<file path="src/rtl/cfgkp_pkg.sv">
`timescale 1ns/1ps
package cfgkp_pkg;
  localparam int DW   = 8;
  localparam int AW   = 12;
  localparam int NFLD = 5;
  localparam int NSER = 2;

  typedef logic [DW-1:0] byte_t;
  typedef logic [AW-1:0] ioaddr_t;

  // watched fields: register number and bit mask, in strobe bit order
  localparam int    FLD_REG  [NFLD] = '{1, 1, 2, 2, 3};
  localparam byte_t FLD_MASK [NFLD] = '{8'h03, 8'h60, 8'h07, 8'h70, 8'h02};

  function automatic byte_t reg_default(int idx);
    byte_t v;
    case (idx)
      0:       v = 8'h3A;
      1:       v = 8'h9F;
      2:       v = 8'hDC;
      3:       v = 8'h78;
      6:       v = 8'hFF;
      13:      v = 8'h65;
      14:      v = 8'h01;
      default: v = 8'h00;
    endcase
    return v;
  endfunction

  function automatic ioaddr_t par_addr(logic [1:0] s);
    ioaddr_t a;
    case (s)
      2'd1:    a = 12'h3BC;
      2'd2:    a = 12'h378;
      2'd3:    a = 12'h278;
      default: a = 12'h000;
    endcase
    return a;
  endfunction

  function automatic ioaddr_t pair_addr(logic [1:0] p, logic second);
    ioaddr_t a;
    case (p)
      2'd0:    a = second ? 12'h238 : 12'h338;
      2'd1:    a = second ? 12'h2E8 : 12'h3E8;
      2'd2:    a = second ? 12'h2E0 : 12'h3E8;
      default: a = second ? 12'h228 : 12'h220;
    endcase
    return a;
  endfunction

  function automatic ioaddr_t ser_addr(logic [1:0] src, logic [1:0] p);
    ioaddr_t a;
    case (src)
      2'd0:    a = 12'h3F8;
      2'd1:    a = 12'h2F8;
      2'd2:    a = pair_addr(p, 1'b0);
      default: a = pair_addr(p, 1'b1);
    endcase
    return a;
  endfunction

  function automatic logic [3:0] ser_irq_of(logic [1:0] src);
    return src[0] ? 4'd3 : 4'd4;
  endfunction
endpackage

</file>
<file path="src/rtl/cfgkp_key.sv">
`timescale 1ns/1ps
module cfgkp_key
  import cfgkp_pkg::*;
#(
  parameter int    IW      = 4,
  parameter byte_t KEY_ON  = 8'h55,
  parameter byte_t KEY_OFF = 8'hAA
) (
  input  logic          clk,
  input  logic          rst_n,
  input  logic          idx_wr,
  input  byte_t         wdata,
  output logic          cfg_mode,
  output logic [IW-1:0] sel
);
  byte_t hist_old_q, hist_new_q;
  logic [IW-1:0] sel_q;
  logic key_shift, sel_load;

  assign cfg_mode  = (hist_old_q == KEY_ON) && (hist_new_q == KEY_ON);
  assign key_shift = idx_wr && (!cfg_mode || wdata == KEY_OFF);
  assign sel_load  = idx_wr && !key_shift;
  assign sel       = sel_q;

  always_ff @(posedge clk or negedge rst_n) begin
    if (!rst_n) begin
      hist_old_q <= '0;
      hist_new_q <= '0;
      sel_q      <= '0;
    end else if (key_shift) begin
      hist_old_q <= hist_new_q;
      hist_new_q <= wdata;
    end else if (sel_load) begin
      sel_q <= wdata[IW-1:0];
    end
  end


  unlock_by_key_chk: assert property (@(posedge clk) disable iff (!rst_n)
    $rose(cfg_mode) |-> ($past(idx_wr) && $past(wdata) == KEY_ON));

  lock_by_exit_chk: assert property (@(posedge clk) disable iff (!rst_n)
    $fell(cfg_mode) |-> ($past(idx_wr) && $past(wdata) == KEY_OFF));

  select_keeps_mode_chk: assert property (@(posedge clk) disable iff (!rst_n)
    (idx_wr && cfg_mode && wdata != KEY_OFF) |=> cfg_mode);
endmodule

</file>
<file path="src/rtl/cfgkp_regs.sv">
`timescale 1ns/1ps
module cfgkp_regs
  import cfgkp_pkg::*;
#(
  parameter int NREG = 16,
  parameter int IW   = 4
) (
  input  logic               clk,
  input  logic               rst_n,
  input  logic               wr_en,
  input  logic [IW-1:0]      sel,
  input  byte_t              wdata,
  output byte_t              rd_val,
  output logic [NREG*DW-1:0] flat
);
  for (genvar i = 0; i < NREG; i++) begin : g_reg
    byte_t q;
    always_ff @(posedge clk or negedge rst_n) begin
      if (!rst_n)                          q <= reg_default(i);
      else if (wr_en && sel == IW'(i))     q <= wdata;
    end
    assign flat[i*DW +: DW] = q;
  end

  assign rd_val = flat[int'(sel)*DW +: DW];
endmodule

</file>
<file path="src/rtl/cfgkp_watch.sv">
`timescale 1ns/1ps
module cfgkp_watch
  import cfgkp_pkg::*;
#(
  parameter int IW = 4
) (
  input  logic            clk,
  input  logic            rst_n,
  input  logic            wr_en,
  input  logic [IW-1:0]   sel,
  input  byte_t           old_val,
  input  byte_t           new_val,
  output logic [NFLD-1:0] chg_strobe
);
  logic [NFLD-1:0] hit;

  for (genvar f = 0; f < NFLD; f++) begin : g_fld
    assign hit[f] = wr_en && (int'(sel) == FLD_REG[f]) &&
                    (|((old_val ^ new_val) & FLD_MASK[f]));
  end

  always_ff @(posedge clk or negedge rst_n) begin
    if (!rst_n) chg_strobe <= '0;
    else        chg_strobe <= hit;
  end


  strobe_after_write_chk: assert property (@(posedge clk) disable iff (!rst_n)
    (chg_strobe != '0) |-> $past(wr_en));
endmodule

</file>
<file path="src/rtl/cfgkp_decode.sv">
`timescale 1ns/1ps
module cfgkp_decode
  import cfgkp_pkg::*;
(
  input  logic            clk,
  input  logic            rst_n,
  input  logic [1:0]      par_sel,
  input  logic [1:0]      pair_sel,
  input  logic [2:0]      ser_cfg [NSER],
  input  logic            fdc_bit,
  output ioaddr_t         par_base,
  output logic [NSER-1:0] ser_en,
  output ioaddr_t         ser_base [NSER],
  output logic [3:0]      ser_irq  [NSER],
  output logic            fdc_enh
);
  assign par_base = par_addr(par_sel);
  assign fdc_enh  = fdc_bit;

  for (genvar k = 0; k < NSER; k++) begin : g_ser
    assign ser_en[k]   = ser_cfg[k][2];
    assign ser_base[k] = ser_cfg[k][2] ? ser_addr(ser_cfg[k][1:0], pair_sel) : '0;
    assign ser_irq[k]  = ser_cfg[k][2] ? ser_irq_of(ser_cfg[k][1:0]) : 4'd0;


    irq_legal_chk: assert property (@(posedge clk) disable iff (!rst_n)
      ser_en[k] |-> (ser_irq[k] == 4'd3 || ser_irq[k] == 4'd4));
  end
endmodule

</file>
<file path="src/rtl/cfg_keyport.sv">
`timescale 1ns/1ps
module cfg_keyport
  import cfgkp_pkg::*;
#(
  parameter int    NREG    = 16,
  parameter byte_t KEY_ON  = 8'h55,
  parameter byte_t KEY_OFF = 8'hAA
) (
  input  logic        clk,
  input  logic        rst_n,
  input  logic        bus_sel,
  input  logic        bus_wr,
  input  logic        bus_rd,
  input  logic [7:0]  bus_wdata,
  output logic [7:0]  bus_rdata,
  output logic        cfg_active,
  output logic [11:0] par_base,
  output logic        ser1_en,
  output logic [11:0] ser1_base,
  output logic [3:0]  ser1_irq,
  output logic        ser2_en,
  output logic [11:0] ser2_base,
  output logic [3:0]  ser2_irq,
  output logic        fdc_enh,
  output logic [4:0]  chg_strobe
);
  localparam int IW      = $clog2(NREG);
  localparam int REG_MAP = 1;
  localparam int REG_SER = 2;
  localparam int REG_FDC = 3;

  logic            cfg_mode;
  logic [IW-1:0]   sel;
  logic            idx_wr, data_wr;
  byte_t           rd_val;
  logic [NREG*DW-1:0] reg_flat;
  logic [2:0]      ser_cfg  [NSER];
  logic [NSER-1:0] ser_en;
  ioaddr_t         ser_base [NSER];
  logic [3:0]      ser_irq  [NSER];

  assign idx_wr  = bus_wr && !bus_sel;
  assign data_wr = bus_wr &&  bus_sel && cfg_mode;

  cfgkp_key #(.IW(IW), .KEY_ON(KEY_ON), .KEY_OFF(KEY_OFF)) u_key (
    .clk(clk), .rst_n(rst_n), .idx_wr(idx_wr), .wdata(bus_wdata),
    .cfg_mode(cfg_mode), .sel(sel));

  cfgkp_regs #(.NREG(NREG), .IW(IW)) u_regs (
    .clk(clk), .rst_n(rst_n), .wr_en(data_wr), .sel(sel), .wdata(bus_wdata),
    .rd_val(rd_val), .flat(reg_flat));

  cfgkp_watch #(.IW(IW)) u_watch (
    .clk(clk), .rst_n(rst_n), .wr_en(data_wr), .sel(sel),
    .old_val(rd_val), .new_val(bus_wdata), .chg_strobe(chg_strobe));

  assign ser_cfg[0] = reg_flat[REG_SER*DW     +: 3];
  assign ser_cfg[1] = reg_flat[REG_SER*DW + 4 +: 3];

  cfgkp_decode u_dec (
    .clk(clk), .rst_n(rst_n),
    .par_sel(reg_flat[REG_MAP*DW +: 2]),
    .pair_sel(reg_flat[REG_MAP*DW + 5 +: 2]),
    .ser_cfg(ser_cfg),
    .fdc_bit(reg_flat[REG_FDC*DW + 1]),
    .par_base(par_base), .ser_en(ser_en), .ser_base(ser_base),
    .ser_irq(ser_irq), .fdc_enh(fdc_enh));

  assign cfg_active = cfg_mode;
  assign bus_rdata  = (bus_rd && bus_sel && cfg_mode) ? rd_val : 8'hFF;
  assign ser1_en    = ser_en[0];
  assign ser1_base  = ser_base[0];
  assign ser1_irq   = ser_irq[0];
  assign ser2_en    = ser_en[1];
  assign ser2_base  = ser_base[1];
  assign ser2_irq   = ser_irq[1];


  regs_frozen_chk: assert property (@(posedge clk) disable iff (!rst_n)
    !data_wr |=> $stable(reg_flat));
endmodule

</file>
<file path="config.mk">
export PLATFORM = sky130hd
export DESIGN_NAME = cfg_keyport
export DESIGN_NICKNAME = d
export VERILOG_FILES = /design/src/rtl/cfgkp_pkg.sv /design/src/rtl/cfgkp_key.sv /design/src/rtl/cfgkp_regs.sv /design/src/rtl/cfgkp_watch.sv /design/src/rtl/cfgkp_decode.sv /design/src/rtl/cfg_keyport.sv
export SDC_FILE = /design/constraint.sdc
export NUM_CORES = 1
export LEC_CHECK = 0
export BUFFER_PORTS_ARGS = -buffer_cell sky130_fd_sc_hd__buf_2
export CAP_MARGIN = 5
export CORE_UTILIZATION = 59
export DETAILED_ROUTE_END_ITERATION = 8
export PLACE_DENSITY = 0.86
export SLEW_MARGIN = 40
export SYNTH_ARGS = -nofsm -noshare
export SYNTH_HDL_FRONTEND = slang
export SYNTH_SLANG_ARGS = --single-unit
export TNS_END_PERCENT = 50
</file>
<file path="constraint.sdc">
create_clock -name clk -period 2.6 [get_ports clk]
set_input_delay 0.26 -clock clk [delete_from_list [all_inputs] [get_ports clk]]
set_output_delay 0.26 -clock clk [all_outputs]
set_load 0.1 [all_outputs]
</file>
After elaboration in Yosys (flattened, before gate mapping)
Index checks and enable logic that the tools add are counted.
Word-level totals
  register bits: 153
  word-level logic and storage cells: 111
  output and inout port bits: 61
Cells by class
  eq/ne operators: 30
  shift-type cells: 1
  reduce and logical (&&, ||, !) cells: 46
  multiplexer cells: 12
  bitwise logic cells: 2
Operator list (count)
  variable part select 128 x 8 -> 8 bit: 1
  case mux 12 bit (3 select lines): 2
  == test 4 bit, second input constant: 8
  logical AND 1 bit: 32
  case mux 10 bit (3 select lines): 1
  == test 4 x 3 -> 1 bit, second input constant: 6
  two-way mux 12 bit: 2
  case mux 8 bit (3 select lines): 1
  case mux 9 bit (2 select lines): 1
  == test 8 x 7 -> 1 bit, second input constant: 2
  == test 4 x 2 -> 1 bit, second input constant: 3
  == test 2 bit, second input constant: 5
  == test 2 x 1 -> 1 bit, second input constant: 4
  == test 8 bit, second input constant: 1
  two-way mux 4 bit: 2
  two-way mux 8 bit: 1
  XOR 7 bit: 1
  logical NOT 2 bit: 3
  two-way mux 3 bit: 2
  OR reduction 2 bit: 3
  OR reduction 3 bit: 2
  == test 4 x 1 -> 1 bit, second input constant: 1
  logical NOT 4 bit: 1
  logical NOT 1 bit: 3
  other kinds (3): 3

Depth between registers and ports, before layout
  depth in word-level cells: 8
  depth in mapped cells: 9
  mapped depth without buffers: 5

By module
From an unflattened synthesis, not the netlist that was laid out.
Second synthesis, totals
  cells, all modules: 510
  area, all modules: 7564.8 um2
By module, submodules not included
  cfgkp_regs: area an instance 5845.6 um2, cells an instance 364, sequential area each 3243.1 um2, instances 1
  cfgkp_key: area an instance 889.6 um2, cells an instance 53, sequential area each 500.5 um2, instances 1
  cfgkp_decode: area an instance 479.2 um2, cells an instance 61, sequential area each 0.0 um2, instances 1
  cfgkp_watch: area an instance 244.0 um2, cells an instance 19, sequential area each 125.1 um2, instances 1
  cfg_keyport: area an instance 106.4 um2, cells an instance 13, sequential area each 0.0 um2, instances 1

Worst setup path before layout
No wires, ideal clock.
  kind: register -> output
  start point: reg u_regs.g_reg[2].q[2]
  end point: out ser1_base[3]
  stages on the path, launching flop included: 4
  arrival time: 5437 ps
  setup slack: -3097 ps
  data required time: 2340 ps
  cells stage by stage: dfstp_2 -> nor2b_1 -> a21boi_0 -> a21o_1
On the way
  word-level cells in the longest chain between the ends: 1
RTL lines
  start: declaration: RTL line cfgkp_regs.sv:17  | byte_t q;
  start signal: assignment: RTL line cfgkp_regs.sv:19  | if (!rst_n) q <= reg_default(i);
  start signal: assignment: RTL line cfgkp_regs.sv:20  | else if (wr_en && sel == IW'(i)) q <= wdata;
  two-way mux 12 bit: RTL line cfgkp_decode.sv:22  | assign ser_base[k] = ser_cfg[k][2] ? ser_addr(ser_cfg[k][1:0], pair_sel) : '0;
  end: declaration: RTL line cfg_keyport.sv:19  | output logic [11:0] ser1_base,
No other way between the ends.

Worst setup path after layout
  start point: reg u_key.sel_q[0] (netlist: u_key.sel[0])
  end point: out bus_rdata[4]
On the way
  word-level cells in the longest chain between the ends: 2
RTL lines
  start: declaration: RTL line cfgkp_key.sv:17  | logic [IW-1:0] sel_q;
  start signal: assignment: RTL line cfgkp_key.sv:34  | sel_q <= wdata[IW-1:0];
  variable part select 128 x 8 -> 8 bit: RTL line cfgkp_regs.sv:25  | assign rd_val = flat[int'(sel)*DW +: DW];
  two-way mux 8 bit: RTL line cfg_keyport.sv:70  | assign bus_rdata = (bus_rd && bus_sel && cfg_mode) ? rd_val : 8'hFF;
  end: declaration: RTL line cfg_keyport.sv:15  | output logic [7:0] bus_rdata,
No other way between the ends.

==> metrics.txt <==
cell taking the most area after synthesis=dfrtp_1; CTS sink cnt=153; Worst Hold Depth=3; Final Cell Area=0.009276 mm²; final setup fails=7; full die area=0.01323 mm²; Max Cap Viol=0; htree depth=4; register bit total from synthesis=153; status=finished with violations; pin count of the biggest net entering global routing=81; Synth Cell Area=0.007538 mm²; antenna-violating nets left=0; antenna cells=0; Final period util=111.6%; top cell type's share of synthesized area=40.17%; initial core utilization=61.73%; CTS Buf Count=17; CTS tree=built; post-place instance area=0.008200 mm²; Worst-Margin Slew=757.3 ps; clock slew at reported path FFs=70 ps; wire length of the first global-routing pass=29070 µm; Max Slew Vio Count=0; crit-path max FO=8; Peak VDD IR=454.3 µV; top_reg_cell synth=dfrtp_1; die width=115.0 µm; flop2flop setup slack=60 ps; total global routing overflow=0; Via Count=5131; unrepaired setup endpoints after global routing=yes; Clock Latency Late Sink=440 ps; initial antenna violation count=1; Yosys warning count=0; fin util=75.96%; layout cells sized above 1=58.58%; ranking of synthesized cells by area=dfrtp_1, mux2_2, dfstp_2, mux4_2, mux2_1; worst r2r src=u_key.sel[0]; P per Cell Area=593.1 mW/mm²; final WL=21070 µm; CP Capture Type=output pin; drt wl/cell=26.24 µm; register area share after synthesis=51.32%; Overall Global Routing Usage=30.73%; CP max stage delay=520 ps; number of DRC markers in iteration 0=564; Final HPWL DP=12220 µm; Static Leakage=0.004386 µW; Synth cell types=44; fin worst setup slack=-301.2 ps; failing checks=negative setup slack; DR DRC count=0; Min Clock Period, post-route=2901 ps; post-DR vias/cell=6.390; RePlAce Congestion=0.9248; Root Buffer=clkbuf_16; crit path kind=flip-flop to output pin; Worst Reg-to-Reg Cells=6; Worst Clk Skew=11.50 ps; crit path cell chain=buf_12 -> mux4_2 -> mux4_2 -> or3_4 -> buf_12; EDFF count, synth=0; RR Endpoint=u_watch.chg_strobe[3]; syn avg cell area=14.33 µm²; FP Rows=40; worst min path class=input port to flip-flop; endpoints failing hold=0; first-pass detailed-route iteration total=5; fmax=344.7 MHz; Post-synth ARST share=100.0%; synthesized instance count=526; cell at the slowest stage of the critical path=mux4_2; fin nets=643; buffer depth of the longest clock path=2; Boundary Pins=74; Worst EP required=2340 ps; core area=0.01221 mm²; Critical Path Source Type=flip-flop; HP Start=bus_wdata[5]; slew margin rel.=49.51%; Hold Crit Endpoint=u_regs.g_reg[9].q[5]; number of global-route vias before repair=5136; Syn-to-layout area delta=23.05%; WP data arrival=2640 ps; I/O Buffers=57; chip height=115.0 µm
[through the flow]
| stage | worst slack, ps | std cells | hold slack [ps] | total power, µW | setup TNS, ps |
|---|---|---|---|---|---|
| 2_1_floorplan | -631.6 | 541 | -35.59 | 2709 | -1546 |
| 3_3_place_gp | 156.6 | 748 | 333.8 | 2786 | 0 |
| 3_5_place_dp | 105.8 | 748 | 359.2 | 2799 | 0 |
| 4_1_cts | -232.6 | 786 | 311.2 | 5463 | -801.8 |
| 5_1_grt | -328.7 | 803 | 335.3 | 5627 | -1383 |
| 6_report | -301.2 | 803 | 329.4 | 5502 | -1105 |
[flip-flops by register name, indices dropped and copies added (netlist names)]
signal / cells
u_key.sel: 4
u_key.hist_new_q: 8
u_watch.chg_strobe: 5
u_regs.g.q: 128
u_key.hist_old_q: 8
[cell usage after synthesis, drive strengths merged (2+ instances only)]
library cell,n
nand2,15
nor2,24
nand4bb,4
xor2,4
ha,7
mux2i,8
buf,40
or2,2
clkbuf,21
dfrtp,121
xnor2,2
mux2,153
nand4,2
inv,9
dfstp,32
a21oi,2
nand2b,3
nor2b,5
nor4bb,2
nand3b,2
or3,4
nand3,6
o21ai,2
and2,3
a21boi,7
mux4,33
[cells by family after synthesis]
family                   share of synthesized area, %
XOR/XNOR                                       0.6971
other                                         0.04974
buffers and inverters                           5.162
flip-flops                                      51.32
multiplexers                                    33.78
AO/OA/AOI/OAI                                   1.743
adder cells (fa/ha/maj)                         1.162
AND/OR/NAND/NOR                                 6.091
[per-layer routing]
| metal | GRT usage, % | routed length [µm] |
|---|---|---|
| met1 | 38.23 | 7890 |
| met2 | 49.84 | 10570 |
| met3 | 7.591 | 1656 |
| met4 | 16.88 | 959 |
| met5 | 0 | 0 |
[placed cells by master (no fill, tap or decap), types with 5 or more instances in the layout]
master,instances
bufinv_16,5
buf_6,8
conb_1,16
dfstp_2,32
buf_2,48
mux4_2,33
nor2_1,7
mux2_1,38
inv_1,9
dfrtp_1,118
buf_12,13
nand2_1,14
mux2i_1,6
ha_1,7
mux2_2,114
nor2_2,13
nand3_1,5
buf_4,51
clkbuf_16,19
[power breakdown]
group	leakage, µW	internal (µW)	total (µW)	switching (µW)
Combinational	0.00209	88.7	314	226
Clock	0.000314	1740	2710	966
Sequential	0.00198	2430	2480	46.0
Total	0.00439	4260	5500	1240
[worst max-delay path, delay by kind of cell (launching register included)]
family | cells | cell delay, ps
muxes | 2 | 1030
DFF | 1 | 430
buffers and inverters | 2 | 340
and+or+nand+nor | 1 | 390
[area by class of cell]
type,count,area (µm²)
clock buffer,22,464.2
timing repair buffer,124,1041
tap,168,210.2
multi-input combinational,318,3485
clock inverter,9,170.2
fill,666,2935
inverter,9,33.78
sequential,153,3872
[worst max-delay path by stage]
stage                         start            to  slack (ps)
6_report               u_key.sel[0]  bus_rdata[4]        -300
5_1_grt                u_key.sel[0]  bus_rdata[3]        -330
4_1_cts                u_key.sel[0]  bus_rdata[3]        -230
3_5_place_dp           u_key.sel[0]  bus_rdata[3]         110
3_3_place_gp           u_key.sel[0]  bus_rdata[3]         160
2_1_floorplan  u_regs.g_reg[2].q[2]  ser1_base[3]        -630
[timing repair]
| item | 4_1_cts | 5_1_grt |
|---|---|---|
| hold buffers | 1 | 0 |
| setup buffers | 5 | 15 |
| resized for setup | 31 | 25 |
| hold endpoints to repair | 59 | 0 |
| pin swaps | 1 | 4 |
| cloned | 1 | 2 |
| setup endpoints to repair | 9 | 27 |
Note: power is estimated with default switching activity, not from simulation.
